<file path="config.mk">
export PLATFORM = sky130hd
export DESIGN_NAME = scan_event_counter
export DESIGN_NICKNAME = d
export VERILOG_FILES = /design/src/rtl/scnt_pkg.sv /design/src/rtl/scnt_edge_det.sv /design/src/rtl/scnt_core.sv /design/src/rtl/scnt_shift.sv /design/src/rtl/scan_event_counter.sv
export SDC_FILE = /design/constraint.sdc
export NUM_CORES = 1
export LEC_CHECK = 0
export ABC_AREA = 1
export CORE_UTILIZATION = 55
export CTS_CLUSTER_SIZE = 8
export DETAILED_ROUTE_END_ITERATION = 16
export PLACE_DENSITY = 0.82
export SLEW_MARGIN = 20
export SYNTH_ARGS = -nofsm -noshare
export SYNTH_HDL_FRONTEND = slang
export SYNTH_HIERARCHICAL = 1
export SYNTH_SLANG_ARGS = --single-unit
</file>
<file path="constraint.sdc">
create_clock -name clk -period 2.25 [get_ports clk]
set_input_delay 0.45 -clock clk [delete_from_list [all_inputs] [get_ports clk]]
set_output_delay 0.45 -clock clk [all_outputs]
set_load 0.005 [all_outputs]
</file>
<file path="src/rtl/scnt_pkg.sv">
package scnt_pkg;

    localparam int CNT_W       = 8;
    localparam int SYNC_STAGES = 2;

    typedef enum logic [3:0] {
        ST_EXIT2_DR  = 4'h0,
        ST_EXIT1_DR  = 4'h1,
        ST_SHIFT_DR  = 4'h2,
        ST_PAUSE_DR  = 4'h3,
        ST_SEL_IR    = 4'h4,
        ST_UPDATE_DR = 4'h5,
        ST_CAPT_DR   = 4'h6,
        ST_SEL_DR    = 4'h7,
        ST_EXIT2_IR  = 4'h8,
        ST_EXIT1_IR  = 4'h9,
        ST_SHIFT_IR  = 4'hA,
        ST_PAUSE_IR  = 4'hB,
        ST_RUN_IDLE  = 4'hC,
        ST_UPDATE_IR = 4'hD,
        ST_CAPT_IR   = 4'hE,
        ST_RESET     = 4'hF
    } tap_state_e;

    typedef struct packed {
        logic down;
        logic latch_zero;
        logic fall_edge;
    } cnt_cfg_t;

    typedef enum logic [1:0] {
        CAP_NONE    = 2'd0,
        CAP_LIVE    = 2'd1,
        CAP_PRELOAD = 2'd2
    } cap_src_e;

    function automatic cap_src_e pick_capture(input logic scan_ins, input logic read_ins);
        if (read_ins)      return CAP_PRELOAD;
        else if (scan_ins) return CAP_LIVE;
        else               return CAP_NONE;
    endfunction

endpackage

</file>
<file path="src/rtl/scnt_edge_det.sv">
module scnt_edge_det
    import scnt_pkg::*;
#(
    parameter int STAGES = SYNC_STAGES
) (
    input  logic clk,
    input  logic rst,
    input  logic din,
    input  logic fall_sel,
    output logic evt
);
    localparam int TOP = STAGES - 1;

    logic [STAGES-1:0] sync_q;
    logic              prev_q;
    logic              cur;

    always_ff @(posedge clk) begin
        if (rst) begin
            sync_q <= '0;
            prev_q <= 1'b0;
        end else begin
            sync_q <= {sync_q[TOP-1:0], din};
            prev_q <= sync_q[TOP];
        end
    end

    assign cur = sync_q[TOP];
    assign evt = fall_sel ? (prev_q & ~cur) : (cur & ~prev_q);

    AST_EVT_SINGLE_PULSE: assert property (@(posedge clk) disable iff (rst)
        evt |=> !evt);

endmodule

</file>
<file path="src/rtl/scnt_core.sv">
module scnt_core
    import scnt_pkg::*;
#(
    parameter int W = CNT_W
) (
    input  logic         clk,
    input  logic         rst,
    input  cnt_cfg_t     cfg,
    input  logic         count_en,
    input  logic         load,
    input  logic [W-1:0] load_val,
    output logic [W-1:0] count,
    output logic [W-1:0] preload,
    output logic         tc_n
);
    localparam logic [W-1:0] ALL_ZERO = '0;
    localparam logic [W-1:0] ALL_ONE  = '1;

    logic at_zero;
    logic at_full;
    logic held;

    assign at_zero = (count == ALL_ZERO);
    assign at_full = (count == ALL_ONE);
    assign held    = cfg.down & cfg.latch_zero & at_zero;

    // counter and preload value deliberately survive reset
    always_ff @(posedge clk) begin
        if (load) begin
            count   <= load_val;
            preload <= load_val;
        end else if (count_en && !held) begin
            if (cfg.down) count <= count - 1'b1;
            else          count <= count + 1'b1;
        end
    end

    always_comb begin
        if (cfg.down) tc_n = ~at_zero;
        else          tc_n = ~at_full;
    end

    AST_UPDATE_LOADS: assert property (@(posedge clk) disable iff (rst)
        load |=> (count == $past(load_val)) && (preload == $past(load_val)));

    AST_COUNT_HOLD_IDLE: assert property (@(posedge clk) disable iff (rst)
        (!load && !count_en) |=> $stable(count));

    AST_LATCH_AT_ZERO: assert property (@(posedge clk) disable iff (rst)
        (!load && cfg.down && cfg.latch_zero && at_zero) |=> (count == ALL_ZERO));

    AST_UP_STEP: assert property (@(posedge clk) disable iff (rst)
        (!load && count_en && !cfg.down) |=> (count == $past(count) + 1'b1));

    AST_PRELOAD_STABLE: assert property (@(posedge clk) disable iff (rst)
        !load |=> $stable(preload));

endmodule

</file>
<file path="src/rtl/scnt_shift.sv">
module scnt_shift
    import scnt_pkg::*;
#(
    parameter int W = CNT_W
) (
    input  logic         clk,
    input  logic         rst,
    input  logic         capture_en,
    input  logic [W-1:0] capture_val,
    input  logic         shift_en,
    input  logic         sin,
    output logic [W-1:0] sr,
    output logic         sout
);
    always_ff @(posedge clk) begin
        if (rst)             sr <= '0;
        else if (capture_en) sr <= capture_val;
        else if (shift_en)   sr <= {sin, sr[W-1:1]};
    end

    assign sout = sr[0];

    AST_SR_CLEARED: assert property (@(posedge clk)
        rst |=> (sr == '0));

    AST_SHIFT_TOWARD_OUT: assert property (@(posedge clk) disable iff (rst)
        (shift_en && !capture_en) |=> (sr[W-2:0] == $past(sr[W-1:1])) && (sr[W-1] == $past(sin)));

endmodule

</file>
<file path="src/rtl/scan_event_counter.sv">
module scan_event_counter
    import scnt_pkg::*;
(
    input  logic       clk,
    input  logic       rst,
    input  logic       cond_in,
    input  logic       cfg_down,
    input  logic       cfg_latch_zero,
    input  logic       cfg_fall_edge,
    input  logic [3:0] tap_state,
    input  logic       ins_count,
    input  logic       ins_cnt_scan,
    input  logic       ins_cnt_read,
    input  logic       capture_dr,
    input  logic       shift_dr,
    input  logic       update_dr,
    input  logic       scan_in,
    output logic       scan_out,
    output logic       tc_n
);
    cnt_cfg_t         cfg;
    cap_src_e         cap_src;
    logic             dr_sel;
    logic             in_idle;
    logic             evt;
    logic             count_en;
    logic             capture_en;
    logic             shift_en;
    logic             load;
    logic [CNT_W-1:0] count;
    logic [CNT_W-1:0] preload;
    logic [CNT_W-1:0] capture_val;
    logic [CNT_W-1:0] sr;

    assign cfg.down       = cfg_down;
    assign cfg.latch_zero = cfg_latch_zero;
    assign cfg.fall_edge  = cfg_fall_edge;

    assign dr_sel     = ins_cnt_scan | ins_cnt_read;
    assign in_idle    = (tap_state == ST_RUN_IDLE);
    assign count_en   = evt & ins_count & in_idle;
    assign cap_src    = pick_capture(ins_cnt_scan, ins_cnt_read);
    assign capture_en = capture_dr & (cap_src != CAP_NONE);
    assign shift_en   = shift_dr & dr_sel;
    assign load       = update_dr & dr_sel;

    always_comb begin
        case (cap_src)
            CAP_PRELOAD: capture_val = preload;
            CAP_LIVE:    capture_val = count;
            default:     capture_val = '0;
        endcase
    end

    scnt_edge_det #(.STAGES(SYNC_STAGES)) u_edge (
        .clk      (clk),
        .rst      (rst),
        .din      (cond_in),
        .fall_sel (cfg.fall_edge),
        .evt      (evt)
    );

    scnt_core #(.W(CNT_W)) u_core (
        .clk      (clk),
        .rst      (rst),
        .cfg      (cfg),
        .count_en (count_en),
        .load     (load),
        .load_val (sr),
        .count    (count),
        .preload  (preload),
        .tc_n     (tc_n)
    );

    scnt_shift #(.W(CNT_W)) u_shift (
        .clk         (clk),
        .rst         (rst),
        .capture_en  (capture_en),
        .capture_val (capture_val),
        .shift_en    (shift_en),
        .sin         (scan_in),
        .sr          (sr),
        .sout        (scan_out)
    );

    AST_CAPTURE_LIVE: assert property (@(posedge clk) disable iff (rst)
        (capture_dr && ins_cnt_scan && !ins_cnt_read) |=> (sr == $past(count)));

    AST_CAPTURE_PRELOAD: assert property (@(posedge clk) disable iff (rst)
        (capture_dr && ins_cnt_read) |=> (sr == $past(preload)));

    AST_NO_COUNT_OUTSIDE_IDLE: assert property (@(posedge clk) disable iff (rst)
        (!in_idle && !load) |=> (count == $past(count)));

endmodule

</file>
==> impl_summary.txt, run 1 <==
----------------------------------------------------
[Die]
  CORE AREA ... 2810 sq um
  Horiz. Die Dim ... 57.0 um
  Row count ... 19
  Die outline area ... 3250 sq um
  Die outline height ... 57.0 um
  Starting density of the core ... 0.594
  Top-level port count ... 19

[Clock network]
  TritonCTS clock tree ... built
  Cell at the root of the clock tree ... sky130_fd_sc_hd__clkbuf_4
  Clk_lat worst skew ... 0.32 ns
  Number of buffers on the longest clock path ... 2
  Clk pin slew, worst setup/hold paths ... 0.13 ns
  Number of buffers created by CTS ... 3
  Count of hold buffers inserted by post-cts repair ... 0
  Number of H-tree branching levels ... 1
  Number of sinks handled by clock tree synthesis ... 27

[Routing]
  Via count normalized by instance count ... 5.02
  Post-DR wirelength/cell ... 10.9 um
  Detailed Routing Iterations Pass 1 ... 4
  Total via count after detailed routing ... 1,460
  DRC violation count after routing ... 0
  Final Routed Wirelength ... 3.18 mm
  Number of DRC markers after the initial detailed-route iteration ... 55
  Remaining number of nets flagged by the antenna check after routing ... 0

[Power]
  VDD IR max ... 446 uV
  Lkg Pwr ... 0.000968 uW
  Final Power ... 1110 uW
  Cell area power density ... 568 nW/um^2

[Place]
  Final GP Congestion ... 0.847
  Input/output buffers ... 18
  Hpwl dp ... 2.47 mm

[Run]
  Max Cap Viol ... 0

[Worst setup path]
  WP data arrival ... 1.73 ns
  Element type at the critical path end ... output pin
  Worst setup path category ... primary input to output pin
  Startpoint types ... primary input
  Peak fanout along the critical path ... 3
  Critical path required time ... 1.80 ns

[STA]
  Sum Neg Setup Slack ... 0 ns
  Final setup viols ... 0
  Total count of max-transition violations in the final report ... 0
  Worst slack on hold paths ... 0.414 ns
  Period utilisation layout ... 0.969
  Worst setup skew after layout ... 0.00425 ns
  Transition time of the tightest slew-check pin ... 0.789 ns
  Relative slew slack ... 0.472
  Number of hold violations in the final report ... 0
  RSZ-0062 raised after global routing ... false
  Final min period ... 2.18 ns
  Fmax ... 0.459 GHz

[Layout]
  Top library cells by usage in the layout, fill and taps aside ... sky130_fd_sc_hd__nand2_1 (100), sky130_fd_sc_hd__inv_1 (31), sky130_fd_sc_hd__clkdlybuf4s50_1 (18), sky130_fd_sc_hd__nand3_1 (18), sky130_fd_sc_hd__nor2_1 (17)
  Area overhead of the layout relative to synthesis ... 17.1%
  Most frequent standard cell in the layout excluding fill and tap cells ... sky130_fd_sc_hd__nand2_1
  Number of antenna cells inserted ... 0
  Share of layout cells above drive strength 1 ... 0.0846
  Final nets ... 285
  Fillers ... 263

[Global route]
  Total routing usage reported by global routing ... 0.217
  Final global-route overflow total ... 0
  Number of antenna violations at the first check in global routing ... 0
  Wire length of the first global-routing pass ... 5.54 mm
  Largest net degree at the start of global routing ... 19
  Number of global-route vias before repair ... 1,349

[Synth]
  Total of warnings raised by yosys ... 6
  Sequential share of the synthesized area ... 0.421
  Net count after synthesis ... 256
  Count of different cell masters after synthesis ... 20
  Average size of a mapped cell ... 7.18 sq um
  Synthesis-stage register bit count ... 27
  Netlist area before placement ... 1670 sq um
  Post-Synthesis Cells ... 232

[Status]
  Status ... completed

[Min path]
  Min-delay worst type ... flip-flop to flip-flop

----------------------------------------------------
==> path summary, 6_finish.rpt <==
| kind | start | to | slack [ns] | cells past startpoint |
|---|---|---|---|---|
| worst max-delay path | cfg_down | tc_n | 0.07 | 6 |
| worst min register to register | u_edge/sync_q[0] | u_edge/sync_q[1] | 0.41 | 2 |
| worst min-delay path | u_edge/sync_q[0] | u_edge/sync_q[1] | 0.41 | 2 |
| worst max register to register | u_core/count[2] | u_core/count[5] | 0.48 | 7 |
==> layout make-up <==
class                      instances  area (sq um)  share of cell area
clock buffer                       4          26.3              0.0135
inverter                          34           128              0.0655
multi-input combinational        166           793               0.407
sequential                        27           701               0.359
tap                               31          38.8              0.0199
timing repair buffer              29           263               0.135
==> Yosys cell counts <==
cell                       number  area [sq um]
sky130_fd_sc_hd__inv_1         32           120
sky130_fd_sc_hd__nand3b_1       2          15.0
sky130_fd_sc_hd__edfxtp_1      16           480
sky130_fd_sc_hd__and2_4         1          8.76
sky130_fd_sc_hd__ha_1           6          75.1
sky130_fd_sc_hd__dfxtp_1       11           220
sky130_fd_sc_hd__nand4_1        1          6.26
sky130_fd_sc_hd__nor2_1        17          63.8
sky130_fd_sc_hd__nand2_2        1          6.26
sky130_fd_sc_hd__nor3_1         2          10.0
sky130_fd_sc_hd__nand2_1      100           375
sky130_fd_sc_hd__nor2_8         2          40.0
sky130_fd_sc_hd__or2_1          2          12.5
sky130_fd_sc_hd__a21oi_1        8          40.0
sky130_fd_sc_hd__buf_4          2          15.0
sky130_fd_sc_hd__nand3_1       18          90.1
sky130_fd_sc_hd__o21ai_1        5          25.0
sky130_fd_sc_hd__inv_2          2          7.51
sky130_fd_sc_hd__buf_6          3          33.8
sky130_fd_sc_hd__fa_1           1          20.0
==> sequential cells by signal (all words and copies together), names as in the netlist <==
name / cells
u_core/count: 8
u_core/preload: 8
u_edge/prev_q: 1
u_edge/sync_q: 2
u_shift/sr: 8
==> metrics by stage <==
stage | utilization | instance area (sq um) | cells | setup slack [ns]
2_1_floorplan | - | 1670 | 232 | 0.396
3_3_place_gp | 0.670 | 1880 | 282 | 0.0423
3_5_place_dp | 0.670 | 1880 | 282 | 0.0167
4_1_cts | 0.680 | 1910 | 286 | 0.00158
5_1_grt | 0.695 | 1950 | 291 | 0.00988
6_report | 0.695 | 1950 | 291 | 0.0701
==> worst max-delay path: stages <==
cell,delay (ns)
sky130_fd_sc_hd__clkdlybuf4s50_1,0.51
sky130_fd_sc_hd__inv_2,0.06
sky130_fd_sc_hd__nand2_1,0.07
sky130_fd_sc_hd__nor3_1,0.05
sky130_fd_sc_hd__nor2_1,0.09
sky130_fd_sc_hd__clkdlybuf4s50_1,0.50
==> where the power goes <==
part	total (uW)	internal [uW]	switching, uW
Sequential	602	573	28.4
Clock	202	69.4	133
Combinational	304	135	169
==> kinds of logic after synthesis <==
| kind of cell | after synthesis | synth area share |
|---|---|---|
| AO/OA/AOI/OAI | 13 | 0.0391 |
| AND/OR/NAND/NOR | 146 | 0.377 |
| buffers and inverters | 39 | 0.106 |
| flip-flops | 27 | 0.421 |
| adder cells (fa/ha/maj) | 7 | 0.0571 |
==> routing by layer <==
metal	track usage	part of all wire	vias to the layer above	wire length, um
li1	-	-	776	-
met1	0.292	0.49	649	1550
met2	0.363	0.47	31	1480
met3	0.0272	0.033	4	106
met4	0.0732	0.011	0	34
met5	0	0	-	0
==> timing repair <==
action	CTS	global route
setup buffers	0	5
setup endpoints to repair	0	1
resized for setup	0	2
No activity file was read; power rests on OpenSTA's default activity.
==> run 2: changes to the inputs <==
- ABC_CLOCK_PERIOD_IN_PS: not set -> 2500
- clock period: 2.25 -> 2.5 ns (I/O delays scaled with it)
==> run 2 against run 1 <==
Against the previous run:
- worst setup slack improved by 0.10 ns
- combinational power fell by 17%
- design area fell by 2.5%
- register-to-register slack improved by 0.23 ns
- clock-buffer cell count fell by 1
==> impl_summary.txt, run 2 (synthesis gave the netlist of run 1 again) <==
----------------------------------------------------
[Routing]
  Remaining number of nets flagged by the antenna check after routing ... 0
  Post-DR wirelength/cell ... 10.9 um
  Number of DRC markers after the initial detailed-route iteration ... 62
  DRC violation count after routing ... 0
  Uppermost layer routed ... met4
  Wire length on met2 ... 1.40 mm
  Final Routed Wirelength ... 3.10 mm
  Via count normalized by instance count ... 4.81
  Routed metal-1 wire length ... 1.59 mm
  Routed length on met3 ... 91 um
  Detailed Routing Iterations Pass 1 ... 4
  Total via count after detailed routing ... 1,372

[Run]
  Max Cap Viol ... 0

[Clock network]
  Post-cts repair resize count ... 0
  Number of H-tree branching levels ... 1
  Cell at the root of the clock tree ... sky130_fd_sc_hd__clkbuf_4
  Clk pin slew, worst setup/hold paths ... 0.14 ns
  Number of buffers on the longest clock path ... 2
  TritonCTS clock tree ... built
  Number of sinks handled by clock tree synthesis ... 27
  Count of hold buffers inserted by post-cts repair ... 0
  Clk_lat worst skew ... 0.32 ns
  Number of setup buffers added after CTS ... 0
  Number of buffers created by CTS ... 3

[STA]
  Sum Neg Setup Slack ... 0 ns
  RSZ-0062 raised after global routing ... false
  Transition time of the tightest slew-check pin ... 0.847 ns
  Final min period ... 2.33 ns
  Fmax ... 0.430 GHz
  Period utilisation layout ... 0.931
  Worst setup skew after layout ... 0.00572 ns
  Number of hold violations in the final report ... 0
  Relative slew slack ... 0.433
  Final setup viols ... 0
  Total count of max-transition violations in the final report ... 0

[Global route]
  Number of antenna violations at the first check in global routing ... 0
  Largest net degree at the start of global routing ... 19
  Final global-route overflow total ... 0
  Total routing usage reported by global routing ... 0.209
  Number of global-route vias before repair ... 1,165
  Wire length of the first global-routing pass ... 5.26 mm

[Place]
  Input/output buffers ... 18
  Placed Area ... 1870 sq um
  Final GP Congestion ... 0.890
  Hpwl dp ... 2.46 mm

[Worst setup path]
  Element type at the critical path end ... output pin
  Worst setup path category ... primary input to output pin
  Startpoint types ... primary input
  WP data arrival ... 1.83 ns
  Number of buffers and inverters on the critical path ... 2
  Setup slack on the worst flop-to-flop path ... 0.71 ns
  CP delay by family, top ... buffers and inverters
  Peak fanout along the critical path ... 3
  Critical path cell sequence ... clkdlybuf4s50_1 > nand2_1 > nor3_1 > nor2_1 > clkdlybuf4s50_1
  Critical R2R Launch ... u_core/count[0]
  CP dominant cell by count ... sky130_fd_sc_hd__clkdlybuf4s50_1
  Critical path required time ... 2.00 ns
  Slowest cell on the critical path ... sky130_fd_sc_hd__clkdlybuf4s50_1
  Critical path launch point ... cfg_down
  Biggest cell delay along the critical path ... 0.50 ns

[Min path]
  Min-delay worst type ... flip-flop to flip-flop
  Launch instance of the worst min-delay path ... u_edge/sync_q[0]

[Layout]
  Most frequent standard cell in the layout excluding fill and tap cells ... sky130_fd_sc_hd__nand2_1
  Share of layout cells above drive strength 1 ... 0.0591
  Number of antenna cells inserted ... 0
  Fraction of the core area covered by cells at the end of the flow ... 0.678
  Final nets ... 279
  Post-route standard cell area excluding fillers ... 1900 sq um
  Top library cells by usage in the layout, fill and taps aside ... sky130_fd_sc_hd__nand2_1 (100), sky130_fd_sc_hd__inv_1 (32), sky130_fd_sc_hd__clkdlybuf4s50_1 (18), sky130_fd_sc_hd__nand3_1 (18), sky130_fd_sc_hd__nor2_1 (17)
  Largest registers in the final layout ... u_core/count: 8 flops, u_core/preload: 8 flops, u_shift/sr: 8 flops
  Area overhead of the layout relative to synthesis ... 14.1%

[Die]
  Die outline area ... 3250 sq um
  Horiz. Die Dim ... 57.0 um
  Top-level port count ... 19
  CORE AREA ... 2810 sq um
  Die outline height ... 57.0 um
  Starting density of the core ... 0.594
  Row count ... 19

[Status]
  Status ... completed

[Power]
  VDD IR max ... 320 uV
  Cell area power density ... 517 nW/um^2
  Lkg Pwr ... 0.000942 uW

----------------------------------------------------
run 2: cell types whose count changed in the layout (fill, tap and decap cells not counted):
cell	previous run	this run
sky130_fd_sc_hd__buf_4	11	5
sky130_fd_sc_hd__clkbuf_1	1	0
sky130_fd_sc_hd__clkinv_2	0	1
sky130_fd_sc_hd__inv_1	31	32
sky130_fd_sc_hd__inv_2	3	2
sky130_fd_sc_hd__nor3_1	1	2
sky130_fd_sc_hd__nor3_2	1	0
run 2: metal layers:
metal	up-vias	track usage
li1	764	-
met5	-	0
met3	2	0.0363
met1	585	0.292
met4	0	0.0557
met2	21	0.338
run 2: layout make-up:
type | count | area [sq um]
clock buffer | 3 | 22.5
clock inverter | 1 | 5.00
fill | 247 | 905
timing repair buffer | 23 | 218
multi-input combinational | 166 | 788
sequential | 27 | 701
inverter | 34 | 128
tap | 31 | 38.8
run 2: power breakdown:
| group | switching [uW] | internal, uW |
|---|---|---|
| Sequential | 29.6 | 516 |
| Combinational | 144 | 109 |
| Clock | 124 | 59.9 |
run 2: through the flow:
step / hold slack [ns] / power, uW / setup slack [ns] / std cells
finish: 0.417 / 983 / 0.173 / 285
detailed placement: 0.397 / 807 / 0.174 / 281
global placement: 0.390 / 800 / 0.198 / 281
CTS: 0.419 / 987 / 0.159 / 285
global route: 0.432 / 1040 / 0.0972 / 285
floorplan: 0.388 / 733 / 0.596 / 232
run 2: worst paths after layout:
check	endpoint	cells past startpoint
min	u_edge/sync_q[1]	2
min reg2reg	u_edge/sync_q[1]	2
max reg2reg	u_core/count[6]	10
max	tc_n	5
run 2: worst register-to-register path: stages (launching register included):
cell	delay, ns
sky130_fd_sc_hd__edfxtp_1	0.46
sky130_fd_sc_hd__inv_1	0.10
sky130_fd_sc_hd__fa_1	0.42
sky130_fd_sc_hd__inv_1	0.09
sky130_fd_sc_hd__nand2_1	0.07
sky130_fd_sc_hd__nand2_1	0.09
sky130_fd_sc_hd__nand3b_1	0.12
sky130_fd_sc_hd__nand2_1	0.08
sky130_fd_sc_hd__nand2_1	0.05
sky130_fd_sc_hd__nand3_1	0.06
sky130_fd_sc_hd__nand2_1	0.05
==> run 3: changes to the inputs <==
- TNS_END_PERCENT: not set -> 1
==> results of run 3 <==
No change in the layout: final DEF, timing and power equal those of run 2.
